[config.mk]
export PLATFORM = sky130hd
export DESIGN_NAME = irq_gather
export DESIGN_NICKNAME = d
export VERILOG_FILES = /design/src/rtl/irq_gather_pkg.sv /design/src/rtl/irq_edge_det.sv /design/src/rtl/irq_port_watch.sv /design/src/rtl/irq_ctrl_reg.sv /design/src/rtl/irq_gather.sv
export SDC_FILE = /design/constraint.sdc
export NUM_CORES = 1
export LEC_CHECK = 0
export ABC_AREA = 1
export BUFFER_PORTS_ARGS = -buffer_cell sky130_fd_sc_hd__buf_2
export CAP_MARGIN = 20
export CORE_MARGIN = 4
export CORE_UTILIZATION = 46
export DETAILED_ROUTE_END_ITERATION = 16
export PLACE_DENSITY = 0.82
export SYNTH_ARGS = -nofsm -noshare
export SYNTH_HDL_FRONTEND = slang
export SYNTH_SLANG_ARGS = --single-unit
[constraint.sdc]
create_clock -name clk -period 1.8 [get_ports clk]
set_clock_uncertainty 0.1 [all_clocks]
set_input_delay 0.18 -clock clk [delete_from_list [all_inputs] [get_ports clk]]
set_output_delay 0.18 -clock clk [all_outputs]
set_load 0.02 [all_outputs]
[src/rtl/irq_gather_pkg.sv]
// Package: bit positions of the control register and the event bundle
// passed from the detectors to the register.
package irq_gather_pkg;
    localparam int REG_W     = 8;
    localparam int B_GLOBAL  = 7;
    localparam int B_WC_EN   = 6;
    localparam int B_TMR_EN  = 5;
    localparam int B_PIN_EN  = 4;
    localparam int B_PORT_EN = 3;
    localparam int B_TMR_FL  = 2;
    localparam int B_PIN_FL  = 1;
    localparam int B_PORT_FL = 0;

    typedef struct packed {
        logic tmr;
        logic pin;
        logic port;
    } irq_evt_t;
endpackage

[src/rtl/irq_edge_det.sv]
// Module: irq_edge_det
// Detects the selected edge of a single synchronized pin.
// Assumes: pin is already synchronous to clk; armed is low on the first
// cycle after reset so that the reset-time level is not treated as an edge.
module irq_edge_det (
    input  logic clk,
    input  logic rst_n,
    input  logic armed,
    input  logic pin,
    input  logic rise_sel,
    output logic hit
);
    logic pin_q;

    // Purpose: remember the pin level of the previous cycle.
    always_ff @(posedge clk) begin
        if (!rst_n) pin_q <= 1'b0;
        else        pin_q <= pin;
    end

    // Purpose: flag the edge direction that rise_sel asks for.
    always_comb begin
        hit = armed & (rise_sel ? (pin & ~pin_q) : (~pin & pin_q));
    end
endmodule

[src/rtl/irq_port_watch.sv]
// Module: irq_port_watch
// Reports a change of any port line against a copy latched on the previous cycle.
// Assumes: the lines are synchronous to clk; armed is low on the first cycle after reset.
module irq_port_watch #(
    parameter int WIDTH = 8
) (
    input  logic             clk,
    input  logic             rst_n,
    input  logic             armed,
    input  logic [WIDTH-1:0] pins,
    output logic             changed
);
    logic [WIDTH-1:0] pins_q;

    // Purpose: keep the port levels of the previous cycle.
    always_ff @(posedge clk) begin
        if (!rst_n) pins_q <= '0;
        else        pins_q <= pins;
    end

    // Purpose: report a change when any line differs from its latched copy.
    always_comb begin
        changed = armed & (|(pins ^ pins_q));
    end
endmodule

[src/rtl/irq_ctrl_reg.sv]
// Module: irq_ctrl_reg
// Eight-bit control register. It holds the enables and the flags.
// Assumes: a hardware set beats a software clear in the same cycle;
// an acknowledge clears the global enable ahead of a return or a write.
module irq_ctrl_reg
    import irq_gather_pkg::*;
(
    input  logic             clk,
    input  logic             rst_n,
    input  logic             wr,
    input  logic [REG_W-1:0] wdata,
    input  logic             ack,
    input  logic             ret,
    input  irq_evt_t         evt,
    output logic [REG_W-1:0] rdata
);
    logic [REG_W-1:0] reg_q;
    logic [REG_W-1:0] base;
    logic [REG_W-1:0] nxt;

    // Purpose: choose the written value or the held value as the base for the update.
    always_comb begin
        base = wr ? wdata : reg_q;
    end

    // Purpose: merge the hardware flag sets and the global-enable control into the base.
    always_comb begin
        nxt            = base;
        nxt[B_TMR_FL]  = base[B_TMR_FL]  | evt.tmr;
        nxt[B_PIN_FL]  = base[B_PIN_FL]  | evt.pin;
        nxt[B_PORT_FL] = base[B_PORT_FL] | evt.port;
        if (ack)      nxt[B_GLOBAL] = 1'b0;
        else if (ret) nxt[B_GLOBAL] = 1'b1;
    end

    // Purpose: store the register.
    always_ff @(posedge clk) begin
        if (!rst_n) reg_q <= '0;
        else        reg_q <= nxt;
    end

    assign rdata = reg_q;
endmodule

[src/rtl/irq_gather.sv]
// Module: irq_gather (top)
// Gathers the four interrupt sources, raises the request and delivers the entry address.
// Assumes: ext_pin and port_pins are synchronized upstream; tmr_wrap is a
// one-cycle pulse; nvw_done is a level owned and cleared by the memory controller.
module irq_gather
    import irq_gather_pkg::*;
#(
    parameter int          PORT_W = 8,
    parameter int          VEC_W  = 13,
    parameter logic [12:0] VEC_AT = 13'h0004
) (
    input  logic              clk,
    input  logic              rst_n,
    input  logic              cfg_wr,
    input  logic [REG_W-1:0]  cfg_wdata,
    output logic [REG_W-1:0]  cfg_rdata,
    input  logic              edge_rise_sel,
    input  logic              ext_pin,
    input  logic              tmr_wrap,
    input  logic [PORT_W-1:0] port_pins,
    input  logic              nvw_done,
    input  logic              irq_ack,
    input  logic              irq_ret,
    output logic              irq_req,
    output logic              vec_load,
    output logic [VEC_W-1:0]  vec_addr
);
    localparam logic [VEC_W-1:0] VEC_VAL = VEC_W'(VEC_AT);

    logic     armed_q;
    irq_evt_t evt;
    logic     pin_hit;
    logic     port_hit;

    // Purpose: suppress edge and change detection on the first cycle after reset.
    always_ff @(posedge clk) begin
        if (!rst_n) armed_q <= 1'b0;
        else        armed_q <= 1'b1;
    end

    irq_edge_det u_pin (
        .clk      (clk),
        .rst_n    (rst_n),
        .armed    (armed_q),
        .pin      (ext_pin),
        .rise_sel (edge_rise_sel),
        .hit      (pin_hit)
    );

    irq_port_watch #(.WIDTH(PORT_W)) u_port (
        .clk     (clk),
        .rst_n   (rst_n),
        .armed   (armed_q),
        .pins    (port_pins),
        .changed (port_hit)
    );

    // Purpose: bundle the hardware events for the register.
    always_comb begin
        evt.tmr  = tmr_wrap;
        evt.pin  = pin_hit;
        evt.port = port_hit;
    end

    irq_ctrl_reg u_reg (
        .clk   (clk),
        .rst_n (rst_n),
        .wr    (cfg_wr),
        .wdata (cfg_wdata),
        .ack   (irq_ack),
        .ret   (irq_ret),
        .evt   (evt),
        .rdata (cfg_rdata)
    );

    // Purpose: raise the request when the global enable is set and any enabled flag is pending.
    always_comb begin
        irq_req = cfg_rdata[B_GLOBAL] &
                  ((cfg_rdata[B_WC_EN]   & nvw_done) |
                   (cfg_rdata[B_TMR_EN]  & cfg_rdata[B_TMR_FL]) |
                   (cfg_rdata[B_PIN_EN]  & cfg_rdata[B_PIN_FL]) |
                   (cfg_rdata[B_PORT_EN] & cfg_rdata[B_PORT_FL]));
    end

    // Purpose: present the entry address for one cycle after an acknowledge.
    always_ff @(posedge clk) begin
        if (!rst_n) begin
            vec_load <= 1'b0;
            vec_addr <= '0;
        end else begin
            vec_load <= irq_ack;
            vec_addr <= irq_ack ? VEC_VAL : '0;
        end
    end
endmodule

======== Yosys cells after proc, flatten, opt, wreduce, memory -nomap -nowiden ========
Index checks and enable logic that the tools add are counted.
storage, ports and cells
  input port bits ......................... 25
  register bits ........................... 32
  output and inout port bits .............. 23
  word-level logic and storage cells ...... 35
operators by class
  mux-type cells .......................... 5
  bitwise operators ....................... 19
  reduce and logical (&&, ||, !) cells .... 3
operators by type and width
  operator            number
  AND 1 bit           9
  2-to-1 mux 8 bit    1
  OR reduction 8 bit  1
  XOR 8 bit           1
  bitwise OR 1 bit    6
  2-to-1 mux 1 bit    3
  2-to-1 mux 3 bit    1
  NOT 1 bit           3
  nonzero test 2 bit  1
  OR reduction 2 bit  1

======== Longest topological paths before layout ========
Gate-level depths: netlist of the first run.
  depth in word-level cells ............... 5
  depth in mapped cells ................... 8
  depth with buffers taken out ............ 8

======== By module ========
A second synthesis of the first run with hierarchy kept.
second synthesis, totals
  cells, all modules ...................... 159
  area total of the unflattened synthesis .. 967.2 um^2
by module, submodules not included
  module          area an instance (um^2)  instances  seq. area each (um^2)  cells an instance
  irq_port_watch  397.9                    1          160.2                  71
  irq_ctrl_reg    329.1                    1          160.2                  50
  irq_gather      182.7                    1          40.0                   27
  irq_edge_det    57.6                     1          20.0                   11

======== Least setup slack after synthesis of the first run ========
OpenSTA, ideal clock, no wires.
  path kind ............................... flip-flop to output port
  from .................................... register u_reg.reg_q[0] (netlist: u_reg.rdata[0])
  to ...................................... output port irq_req
  slack ................................... 0.551 ns
  arrival time ............................ 0.969 ns
  stages on the path, launching flop included .. 3
  required time ........................... 1.520 ns
  buffers on the path ..................... 0
  path through ............................ dfxtp_1 nand2_1 a41oi_1
on the way
  cells in the longest elaborated chain, start to end .. 3
RTL lines
  element                   RTL line            source
  start: declaration        irq_ctrl_reg.sv:17  logic [REG_W-1:0] reg_q;
  start signal: assignment  irq_ctrl_reg.sv:39  else reg_q <= nxt;
  AND 1 bit                 irq_gather.sv:82    (cfg_rdata[B_PORT_EN] & cfg_rdata[B_PORT_FL]));
  bitwise OR 1 bit          irq_gather.sv:81    (cfg_rdata[B_PIN_EN] & cfg_rdata[B_PIN_FL]) |
  AND 1 bit                 irq_gather.sv:78    irq_req = cfg_rdata[B_GLOBAL] &
  end: declaration          irq_gather.sv:24    output logic irq_req,
Every way passes these cells.

======== Worst setup path in the final report of the first run ========
  from .................................... register u_reg.reg_q[4] (netlist: u_reg.rdata[4])
  to ...................................... output port irq_req
on the way
  cells in the longest elaborated chain, start to end .. 4
RTL lines
  element           RTL line          source
  AND 1 bit         irq_gather.sv:81
  bitwise OR 1 bit  irq_gather.sv:80  (cfg_rdata[B_TMR_EN] & cfg_rdata[B_TMR_FL]) |
  bitwise OR 1 bit  irq_gather.sv:81
  AND 1 bit         irq_gather.sv:78
Every way passes these cells.

==> results of run 1 <==
what timing repair did:
action,CTS,global route
hold buffers,11,0
setup endpoints to repair,0,0
buffers inserted,0,0
endpoints found under the hold margin,12,0
per-stage QoR:
stage                     util (%)  cells  instance area, sq um
after CTS                     65.1    193                  1160
after global routing          65.1    193                  1160
final                         65.1    193                  1160
after floorplan                  -    133                   931
after global placement        57.4    178                  1020
after detailed placement      57.4    178                  1020
synthesized netlist by cell type (4+ instances only):
library cell	number
nand2_1	35
buf_4	13
dfxtp_1	19
o21ai_0	5
nor2_1	10
a21oi_1	4
xnor2_1	4
inv_1	21
sequential cells by signal (all words and copies together) (netlist names):
register	count
u_port.pins_q	8
u_pin.pin_q	1
u_reg.rdata	8
vec_addr	1
armed_q	1
layer usage:
metal / up-vias / global-route usage, % / share of wire, % / wire [um]
met1: 349 / 15.1 / 40 / 720
li1: 428 / - / - / -
met4: 0 / 3.93 / 0 / 0
met2: 39 / 25.9 / 49 / 890
met5: - / 0 / 0 / 0
met3: 0 / 6.02 / 11 / 206
worst max-delay path: stages, from the launching register on:
cell and delay, ns:
dfxtp_1 0.36, nand2_1 0.06, a41oi_1 0.19, buf_2 0.19
cell families (layout without fill, tap and decap cells):
| family | after synthesis | count (layout) |
|---|---|---|
| other | 1 | 12 |
| multiplexers | 1 | 1 |
| AO/OA/AOI/OAI | 13 | 13 |
| flip-flops | 19 | 19 |
| AND/OR/NAND/NOR | 47 | 47 |
| XOR/XNOR | 4 | 4 |
| buffers and inverters | 37 | 72 |
path summary, 6_finish.rpt:
check	start	endpoint	slack (ns)	cells past startpoint
worst min-delay path	cfg_wdata[4]	u_reg.rdata[4]$_SDFFE_PN0P_	0.01	3
worst max-delay path	u_reg.rdata[4]$_SDFFE_PN0P_	irq_req	0.43	3
worst min register to register	armed_q$_DFF_P_	u_reg.rdata[0]$_SDFF_PN0_	0.38	2
worst max register to register	u_port.pins_q[4]$_SDFF_PN0_	u_reg.rdata[0]$_SDFF_PN0_	0.80	6
power groups by stage:
| stage | sequential, mW | clock (mW) | combinational (mW) |
|---|---|---|---|
| after global routing | 0.463 | 0.240 | 0.197 |
| after CTS | 0.460 | 0.225 | 0.176 |
| after floorplan | 0.486 | 0 | 0.106 |
| after global placement | 0.468 | 0 | 0.153 |
| after detailed placement | 0.470 | 0 | 0.157 |
| final | 0.460 | 0.209 | 0.175 |
cells in the final DEF (no fill, tap or decap):
cell type      netlist  final
a41oi_1              1      1
dfxtp_1             19     19
clkbuf_4             0      3
a21oi_1              4      4
conb_1               1     12
buf_2                1     35
clkbuf_1             0      1
nand2_1             35     35
nand2_2              1      1
xnor2_1              4      4
mux2i_1              1      1
nand3b_1             1      1
nor2_1              10     10
dlygate4sd3_1        0     11
o21ai_0              5      5
inv_1               21     21
inv_2                1      1
a31oi_1              1      1
a211oi_2             1      1
a21oi_2              1      1
area by class of cell:
class / instances / area [sq um] / area share (%)
sequential: 19 / 380 / 32.8
multi-input combinational: 77 / 354 / 30.5
timing repair buffer: 46 / 285 / 24.6
inverter: 22 / 82.6 / 7.12
tap: 25 / 31.3 / 2.70
clock buffer: 4 / 26.3 / 2.27
==> results.md, run 1 <==
- Status: finished, final reports clean
- Post-Synth Simple-Gate Area: 20.5%
- Clock network power share: 24.8%
- Pin count of the biggest net entering global routing: 17
- Clock Tree Root: clkbuf_4
- Syn Area/Cell: 7.29 sq um
- WS Path Type: reg2out
- I/O pins: 48
- Worst EP required: 1.52 ns
- Adder-cell share of the synthesized area: 0%
- Pre-CTS WS: 0.745 ns
- Die W: 52.0 um
- Nature of the critical path endpoint: primary output
- Reg clk slew, reported paths: 0.10 ns
- Largest family of logic cells by synthesized area: buffers and inverters
- Total congestion overflow: 0
- Worst Slack Setup Final: 0.431 ns
- Via density: 4.23
- Placeable Area: 1780 sq um
- Layout Nets: 194
- Fillers: 159
- Slew Limit Fails: 0
- Sw Share: 28.4%
- Drt wl/cell: 9.41 um
- Largest area contributor in the netlist: dfxtp_1
- Post-synthesis cell area: 890 sq um
- Total Power: 0.845 mW
- Hold_ws: 0.0131 ns
- Switching power: 0.239 mW
- Iter 0 DRT Violations: 6
- Register area share after synthesis: 42.8%
- Synth Flop Type: dfxtp_1
- Final GP Congestion: 0.716
- Die area: 2700 sq um
- Vias: 816
- Seq cells post-synth: 19
- Synth warn: 0
- Async set-or-reset flop fraction in the synthesized netlist: 0%
- Post-synth EDFFs: 0
- First-pass DRT Iterations: 2
- Finish-stage setup viols: 0
- Initial antenna violation count: 0
- DP HPWL: 1380 um
- Unrepaired setup endpoints after global routing: false
- WL final: 1820 um
- Floorplan row count: 15
- Clk Latency, worst-skew pair: 0.29 ns
- Cells after synthesis: 122
- Compound-gate portion of the synthesized area: 9.14%
- Fraction of layout cells with a size suffix above 1: 25.0%
- CTS Buffer Depth: 2
- VDD IR max: 0.550 mV
- Power share of the combinational group: 20.7%
- H-Tree Depth: 1
- Layout area overhead: 30.4%
- # diodes: 0
- CTS tree: done
- Final period util: 76.0%
- CTS buffer count: 3
- PwrDens: 728 nW/um^2
- Vias in the first global route: 743
- Post-Synth XOR/XNOR Area: 3.94%
- Die Y: 52.0 um
- Starting Density: 49.9%
- DRC: 0
- Final hold vios: 0
- First-pass GRT wire length: 2900 um
- Distinct cells, synth: 19
- Setup TNS: 0 ns
- Critical Path Fanout Max: 3
- Int Power: 0.605 mW
- Max_cap viols: 0
- Tmin final: 1.37 ns
- Leakage: 0.664 nW
- Antenna viol nets, final: 0
- Top cells by area in the synthesized netlist: dfxtp_1, nand2_1, buf_4, inv_1, nor2_1
- Synth top area share: 42.8%
- Min-delay worst type: in2reg
- Flop pwr share: 54.5%
- PortBufs: 35
- CP arrival: 1.09 ns
- GR Util All Layers: 14.4%
- CP Launch Type: flop
- Clock Sinks: 19
- PostCTS Resize Cnt: 0
- F_max: 0.731 GHz
- Post-synthesis mux area share: 1.13%
Note: power is estimated with default switching activity, not from simulation.
==> inputs of run 2 (changes only) <==
--- a/config.mk
+++ b/config.mk
@@ -9,9 +9,9 @@
 export BUFFER_PORTS_ARGS = -buffer_cell sky130_fd_sc_hd__buf_2
 export CAP_MARGIN = 20
 export CORE_MARGIN = 4
-export CORE_UTILIZATION = 46
+export CORE_UTILIZATION = 43
 export DETAILED_ROUTE_END_ITERATION = 16
-export PLACE_DENSITY = 0.82
+export PLACE_DENSITY = 0.77
 export SYNTH_ARGS = -nofsm -noshare
 export SYNTH_HDL_FRONTEND = slang
 export SYNTH_SLANG_ARGS = --single-unit
==> constraint.sdc (replaced) <==
create_clock -name clk -period 1.4 [get_ports clk]
set_clock_uncertainty 0.1 [all_clocks]
set_input_delay 0.14 -clock clk [delete_from_list [all_inputs] [get_ports clk]]
set_output_delay 0.14 -clock clk [all_outputs]
set_load 0.02 [all_outputs]
==> results.md, run 2 (same netlist as run 1, synthesis figures left out) <==
- Clk Latency, worst-skew pair: 0.28 ns (about the same)
- Final instance area: 1200 sq um (+3.2%)
- Placed cell areas: 1030 sq um (+0.24%)
- Int Power: 0.785 mW (+30%)
- Layout Nets: 197 (+1.5%)
- Worst EP required: 1.16 ns (-0.36 ns)
- Fillers: 181 (+14%)
- Fraction of layout cells with a size suffix above 1: 25.7% (+0.73 points)
- CP Launch Type: flop
- Min-delay worst type: in2reg
- Initial antenna violation count: 0 (unchanged)
- Final GP Congestion: 0.669 (-6.5%)
- # diodes: 0 (unchanged)
- H-Tree Depth: 1 (unchanged)
- Slowest CP cell: dfxtp_1
- Slew Limit Fails: 0 (unchanged)
- Die W: 53.5 um (+2.9%)
- Reg2Reg Capture Point: u_reg.rdata[0]$_SDFF_PN0_
- Worst Slack Setup Final: 0.0925 ns (-0.339 ns)
- Critical Path Fanout Max: 3 (unchanged)
- Die Y: 53.5 um (+2.9%)
- Pin count of the biggest net entering global routing: 17 (unchanged)
- WL final: 1770 um (-2.6%)
- CTS tree: done
- CTS Buffer Depth: 2 (unchanged)
- PortBufs: 35 (unchanged)
- Clock Sinks: 19 (unchanged)
- I/O pins: 48 (unchanged)
- Vias in the first global route: 699 (-5.9%)
- Layout area overhead: 34.6%
- DRC: 0 (unchanged)
- Clock Tree Root: clkbuf_4
- Flop pwr share: 54.7% (+0.2 points)
- Total Power: 1.09 mW (+28%)
- PwrDens: 906 nW/um^2 (+24%)
- R2r startpoint: u_port.pins_q[2]$_SDFF_PN0_
- Met2 Usage GRT: 23.1% (-2.9 points)
- Nature of the critical path endpoint: primary output
- Critical path, cell by cell: nand2_1, a41oi_1, buf_4
- Tmin final: 1.31 ns
- Setup crit end: irq_req
- CTS buffer count: 3 (unchanged)
- Busiest grt layer: met2
- Die area: 2860 sq um (+5.9%)
- Max_cap viols: 0 (unchanged)
- Leakage: 0.677 nW (+2.0%)
- GR met3 Demand/Resource: 3.94% (-2.1 points)
- GR Util All Layers: 13.5% (-0.92 points)
- Switching power: 0.301 mW (+26%)
- Unrepaired setup endpoints after global routing: false
- Highest-count cells in the layout ignoring fill and taps: nand2_1, buf_2, inv_1
- Dpl cells: 180 (+1.1%)
- Finish-stage setup viols: 0 (unchanged)
- Via density: 4.19 (-0.85%)
- Antenna viol nets, final: 0 (unchanged)
- Power share of the combinational group: 21.1% (+0.4 points)
- Sw Share: 27.7% (-0.64 points)
- Final period util: 93.4%
- CP arrival: 1.07 ns (-0.02 ns)
- Clock network power share: 24.2% (-0.6 points)
- Post-route insts no fill: 198 (+2.6%)
- Drt wl/cell: 8.93 um (-5.0%)
- VDD IR max: 0.607 mV (+10%)
- Iter 0 DRT Violations: 8 (+2)
- Cell depth of the worst flop-to-flop path: 6 (unchanged)
- Reg clk slew, reported paths: 0.10 ns (about the same)
- Status: finished, final reports clean
- Timing startpoint of the critical path: u_reg.rdata[3]$_SDFFE_PN0P_
- Floorplan row count: 16 (+1)
- Critical path's largest stage delay: 0.37 ns (about the same)
- M1 GR Usage: 14.5% (-0.58 points)
- Placeable Area: 1960 sq um (+10%)
- Setup TNS: 0 ns (unchanged)
- Final hold vios: 0 (unchanged)
- R2r setup slk: 0.42 ns (-0.38 ns)
- Starting Density: 45.3% (-4.6 points)
- Setup repair bufs after CTS: 0 (unchanged)
- First-pass DRT Iterations: 4 (+2)
- Total congestion overflow: 0 (unchanged)
- First-pass GRT wire length: 2730 um (-6.0%)
- Pre-CTS WS: 0.363 ns (-0.381 ns)
- F_max: 0.765 GHz
- Vias: 830 (+1.7%)
- Commonest non-fill, non-tap cell in the layout: nand2_1
- WS Path Type: reg2out
- DP HPWL: 1290 um (-6.5%)
run 2: cell types whose count changed in the layout (fill, tap and decap cells not counted), sizes merged:
| cell | delta |
|---|---|
| dlygate4sd3 | +3 |
run 2: power groups by stage:
stage                     registers [mW]  logic [mW]  clock network [mW]
final                              0.593       0.229               0.263
after global routing               0.598       0.256               0.307
after CTS                          0.593       0.229               0.281
after detailed placement           0.605       0.199                   0
after global placement             0.602       0.196                   0
after floorplan                    0.625       0.137                   0
run 2: repair_timing:
action / in CTS / in global routing
hold endpoints to repair: 15 / 0
resized for setup: 0 / 3
endpoints found under the setup margin: 0 / 1
hold buffers: 14 / 0
run 2: worst max-delay path: cells and delay by family (launching register included):
kind / cells / cell delay (ns)
compound gates: 1 / 0.19
simple gates: 1 / 0.06
buf+inv: 1 / 0.17
flops: 1 / 0.37
run 2: how the worst min path moves through the flow:
stage	startpoint	endpoint	slack, ns	cells past startpoint
6_report	cfg_wdata[1]	u_reg.rdata[1]$_SDFF_PN0_	0.02	3
4_1_cts	tmr_wrap	u_reg.rdata[2]$_SDFF_PN0_	0.008	3
3_5_place_dp	irq_ack	u_reg.rdata[7]$_SDFFE_PP0P_	0.24	2
2_1_floorplan	rst_n	armed_q$_DFF_P_	0.07	0
5_1_grt	tmr_wrap	u_reg.rdata[2]$_SDFF_PN0_	0.02	3
3_3_place_gp	irq_ack	u_reg.rdata[7]$_SDFFE_PP0P_	0.23	2
run 2: layer usage:
metal / share of wire, % / wire, um / vias to the layer above
li1: - / - / 437
met1: 42 / 750 / 354
met2: 46 / 811 / 35
met3: 9.7 / 171 / 4
met4: 2.0 / 36 / 0
met5: 0 / 0 / -
run 2: area by class of cell:
cell class | instances | area (sq um) | area share [%]
Tap cell | 27 | 33.8 | 2.82
Timing Repair Buffer | 49 | 318 | 26.5
Clock buffer | 4 | 26.3 | 2.19
Sequential cell | 19 | 383 | 32.0
Inverter | 22 | 82.6 | 6.90
Multi-Input combinational cell | 77 | 354 | 29.6
run 2: metrics by stage:
| stage | hold slack, ns | utilization [%] |
|---|---|---|
| floorplan | 0.0677 | - |
| global placement | 0.232 | 52.3 |
| detailed placement | 0.242 | 52.3 |
| CTS | 0.00754 | 60.8 |
| global route | 0.0159 | 61.0 |
| finish | 0.0158 | 61.0 |
==> inputs of run 3 (changes only) <==
--- a/config.mk
+++ b/config.mk
@@ -5,11 +5,10 @@
 export SDC_FILE = /design/constraint.sdc
 export NUM_CORES = 1
 export LEC_CHECK = 0
-export ABC_AREA = 1
 export BUFFER_PORTS_ARGS = -buffer_cell sky130_fd_sc_hd__buf_2
 export CAP_MARGIN = 20
 export CORE_MARGIN = 4
-export CORE_UTILIZATION = 43
+export CORE_UTILIZATION = 42
 export DETAILED_ROUTE_END_ITERATION = 16
 export PLACE_DENSITY = 0.77
 export SYNTH_ARGS = -nofsm -noshare
==> results.md, run 3 <==
- Clock Tree Root: clkbuf_4
- Reg2Reg Capture Point: u_reg.rdata[0]$_SDFF_PN0_
- Fraction of layout cells with a size suffix above 1: 36.5% (+11 points)
- Syn Area/Cell: 10.5 sq um (+44%)
- Setup repair bufs after CTS: 0 (unchanged)
- Critical path, cell by cell: a22oi_1, a21boi_0, buf_2
- H-Tree Depth: 1 (unchanged)
- Slowest CP cell: dfxtp_2
- GR Util All Layers: 12.6% (-0.82 points)
- DP HPWL: 1200 um (-7.3%)
- WS Path Type: reg2out
- CP arrival: 1.09 ns (+0.02 ns)
- Layout Nets: 152 (-23%)
- Sw Share: 26.4% (-1.3 points)
- Unrepaired setup endpoints after global routing: false
- Min-delay worst type: in2reg
- Initial antenna violation count: 0 (unchanged)
- Clock network power share: 24.8% (+0.6 points)
- # diodes: 0 (unchanged)
- Highest-count cells in the layout ignoring fill and taps: buf_2, dfxtp_1, conb_1
- Cells after synthesis: 80 (-34%)
- Leakage: 0.527 nW (-22%)
- Critical path's largest stage delay: 0.34 ns (-0.03 ns)
- Die Y: 52.7 um (-1.5%)
- Final GP Congestion: 0.639 (-4.6%)
- Setup TNS: 0 ns (unchanged)
- First-pass DRT Iterations: 1 (-3)
- CTS tree: done
- Largest area contributor in the netlist: dfxtp_1
- Final period util: 95.1% (+1.7 points)
- Synth cell count leaders: dfxtp_1, buf_4, and2_1, xnor2_1
- Die area: 2770 sq um (-3.0%)
- Starting Density: 46.5% (+1.2 points)
- R2r setup slk: 0.38 ns (-0.04 ns)
- Clk Latency, worst-skew pair: 0.29 ns (about the same)
- Met2 wire len: 747 um (-7.9%)
- Pre-CTS WS: 0.342 ns (-0.0215 ns)
- CTS buffer count: 3 (unchanged)
- Tmin final: 1.33 ns (+0.0234 ns)
- Int Power: 0.792 mW (+0.99%)
- Pin count of the biggest net entering global routing: 21 (+4)
- F_max: 0.751 GHz (-1.8%)
- Die W: 52.7 um (-1.5%)
- Slew Limit Fails: 0 (unchanged)
- Worst EP required: 1.16 ns (about the same)
- First-pass GRT wire length: 2510 um (-7.9%)
- Distinct cells, synth: 21 (+2)
- Post-synthesis cell area: 838 sq um (-5.8%)
- Critical Path Fanout Max: 3 (unchanged)
- Register area share after synthesis: 45.4% (+2.6 points)
- Met3 wire length: 194 um (+13%)
- Placeable Area: 1800 sq um (-8.2%)
- Core Util, Final: 62.2% (+1.2 points)
- Post-synth EDFFs: 0 (unchanged)
- Reg clk slew, reported paths: 0.10 ns (about the same)
- Async set-or-reset flop fraction in the synthesized netlist: 0% (unchanged)
- Via density: 4.30 (+2.5%)
- Finish-stage setup viols: 0 (unchanged)
- Switching power: 0.285 mW (-5.3%)
- Cell depth of the worst flop-to-flop path: 4 (-2)
- Drt wl/cell: 10.6 um (+19%)
- PortBufs: 35 (unchanged)
- Status: finished, final reports clean
- PwrDens: 961 nW/um^2 (+6.0%)
- Commonest non-fill, non-tap cell in the layout: buf_2
- DRC: 0 (unchanged)
- Vias: 649 (-22%)
- Nature of the critical path endpoint: primary output
- DR top layer: met4
- Most common cell in the synthesized netlist: dfxtp_1
- Synth top area share: 45.4% (+2.6 points)
- Max_cap viols: 0 (unchanged)
- R2r startpoint: u_port.pins_q[5]$_SDFF_PN0_
- I/O pins: 48 (unchanged)
- Timing startpoint of the critical path: u_reg.rdata[0]$_SDFF_PN0_
- CTS Buffer Depth: 2 (unchanged)
- Iter 0 DRT Violations: 0 (-8)
- M1 WL: 632 um (-16%)
- Top cells by area in the synthesized netlist: dfxtp_1, buf_4, xnor2_1, and2_1, mux2i_1
- Setup crit end: irq_req
- Layout area overhead: 33.7%
- Final hold vios: 0 (unchanged)
- Floorplan row count: 15 (-1)
- Clock Sinks: 19 (unchanged)
- Synth warn: 0 (unchanged)
- Seq cells post-synth: 19 (unchanged)
- CP Launch Type: flop
- Fillers: 166 (-8.3%)
- Antenna viol nets, final: 0 (unchanged)
- VDD IR max: 0.743 mV (+22%)
- Flop pwr share: 55.1% (+0.4 points)
- Synth Flop Type: dfxtp_1
- Vias in the first global route: 628 (-10%)
- Total congestion overflow: 0 (unchanged)
- Worst Slack Setup Final: 0.0691 ns (-0.0234 ns)
- Power share of the combinational group: 20.1% (-1.0 points)
- WL final: 1610 um (-9.3%)
-- run 3: changes by cell type after synthesis, moves of 5 or more --
cell / change
inv_1: -21
and2_1: +10
nor2_1: -10
nand2_1: -33
nor2b_1: +5
-- run 3: cells by family (layout without fill, tap and decap cells) --
family                    Yosys count  in the layout  share of synthesized area (%)
and+or+nand+nor                    22             22                           16.4
AOI/OAI and AO/OA                   8              8                           6.87
muxes                               7              7                           9.10
xor gates and xnor gates            8              8                           8.36
other                               1             12                          0.447
DFF                                19             19                           45.4
buffers and inverters              15             50                           13.4
-- run 3: what timing repair did --
action / CTS / global route
hold buffers: 11 / 0
endpoints found under the hold margin: 12 / 0
setup endpoints to repair: 0 / 1
resized for setup: 0 / 6
-- run 3: power groups by stage --
stage	clock network [mW]	logic, mW	registers (mW)
3_5_place_dp	0	0.192	0.604
6_report	0.267	0.216	0.594
2_1_floorplan	0	0.133	0.623
4_1_cts	0.282	0.216	0.591
5_1_grt	0.313	0.237	0.598
3_3_place_gp	0	0.189	0.602
-- run 3: through the flow --
step	cell area, sq um	cells	hold WS [ns]	total power [mW]
global placement	973	136	0.221	0.792
finish	1120	151	0.00831	1.08
CTS	1110	151	0.00560	1.09
global route	1120	151	0.00169	1.15
detailed placement	973	136	0.220	0.796
floorplan	880	91	0.0677	0.756
-- run 3: worst min-delay path by stage --
stage / depth (start not counted) / slack, ns / to / from
after CTS: 3 / 0.006 / u_reg.rdata[5]$_SDFFE_PN0P_ / cfg_wdata[5]
after floorplan: 0 / 0.07 / armed_q$_DFF_P_ / rst_n
after global placement: 2 / 0.22 / u_reg.rdata[7]$_SDFFE_PP0P_ / irq_ack
after global routing: 3 / 0.002 / u_reg.rdata[4]$_SDFFE_PN0P_ / cfg_wdata[4]
final: 3 / 0.008 / u_reg.rdata[6]$_SDFFE_PN0P_ / cfg_wdata[6]
after detailed placement: 2 / 0.22 / u_reg.rdata[7]$_SDFFE_PP0P_ / irq_ack
-- run 3: final cells by class --
| type | instances | area, sq um | share of cell area, % |
|---|---|---|---|
| Multi-Input combinational cell | 57 | 392 | 34.9 |
| Sequential cell | 19 | 387 | 34.5 |
| Timing Repair Buffer | 46 | 285 | 25.4 |
| Tap cell | 25 | 31.3 | 2.79 |
| Clock buffer | 4 | 26.3 | 2.34 |
-- run 3: critical path, delay by kind of cell, from the launching register on --
kind	cells	cell delay (ns)
compound gates	2	0.29
buf+inv	1	0.17
flops	1	0.34
-- run 3: routing by layer --
layer / global-route usage [%] / vias to the layer above
met5: 0 / -
met4: 7.66 / 0
met3: 3.70 / 3
met2: 22.1 / 38
met1: 13.1 / 279
li1: - / 329
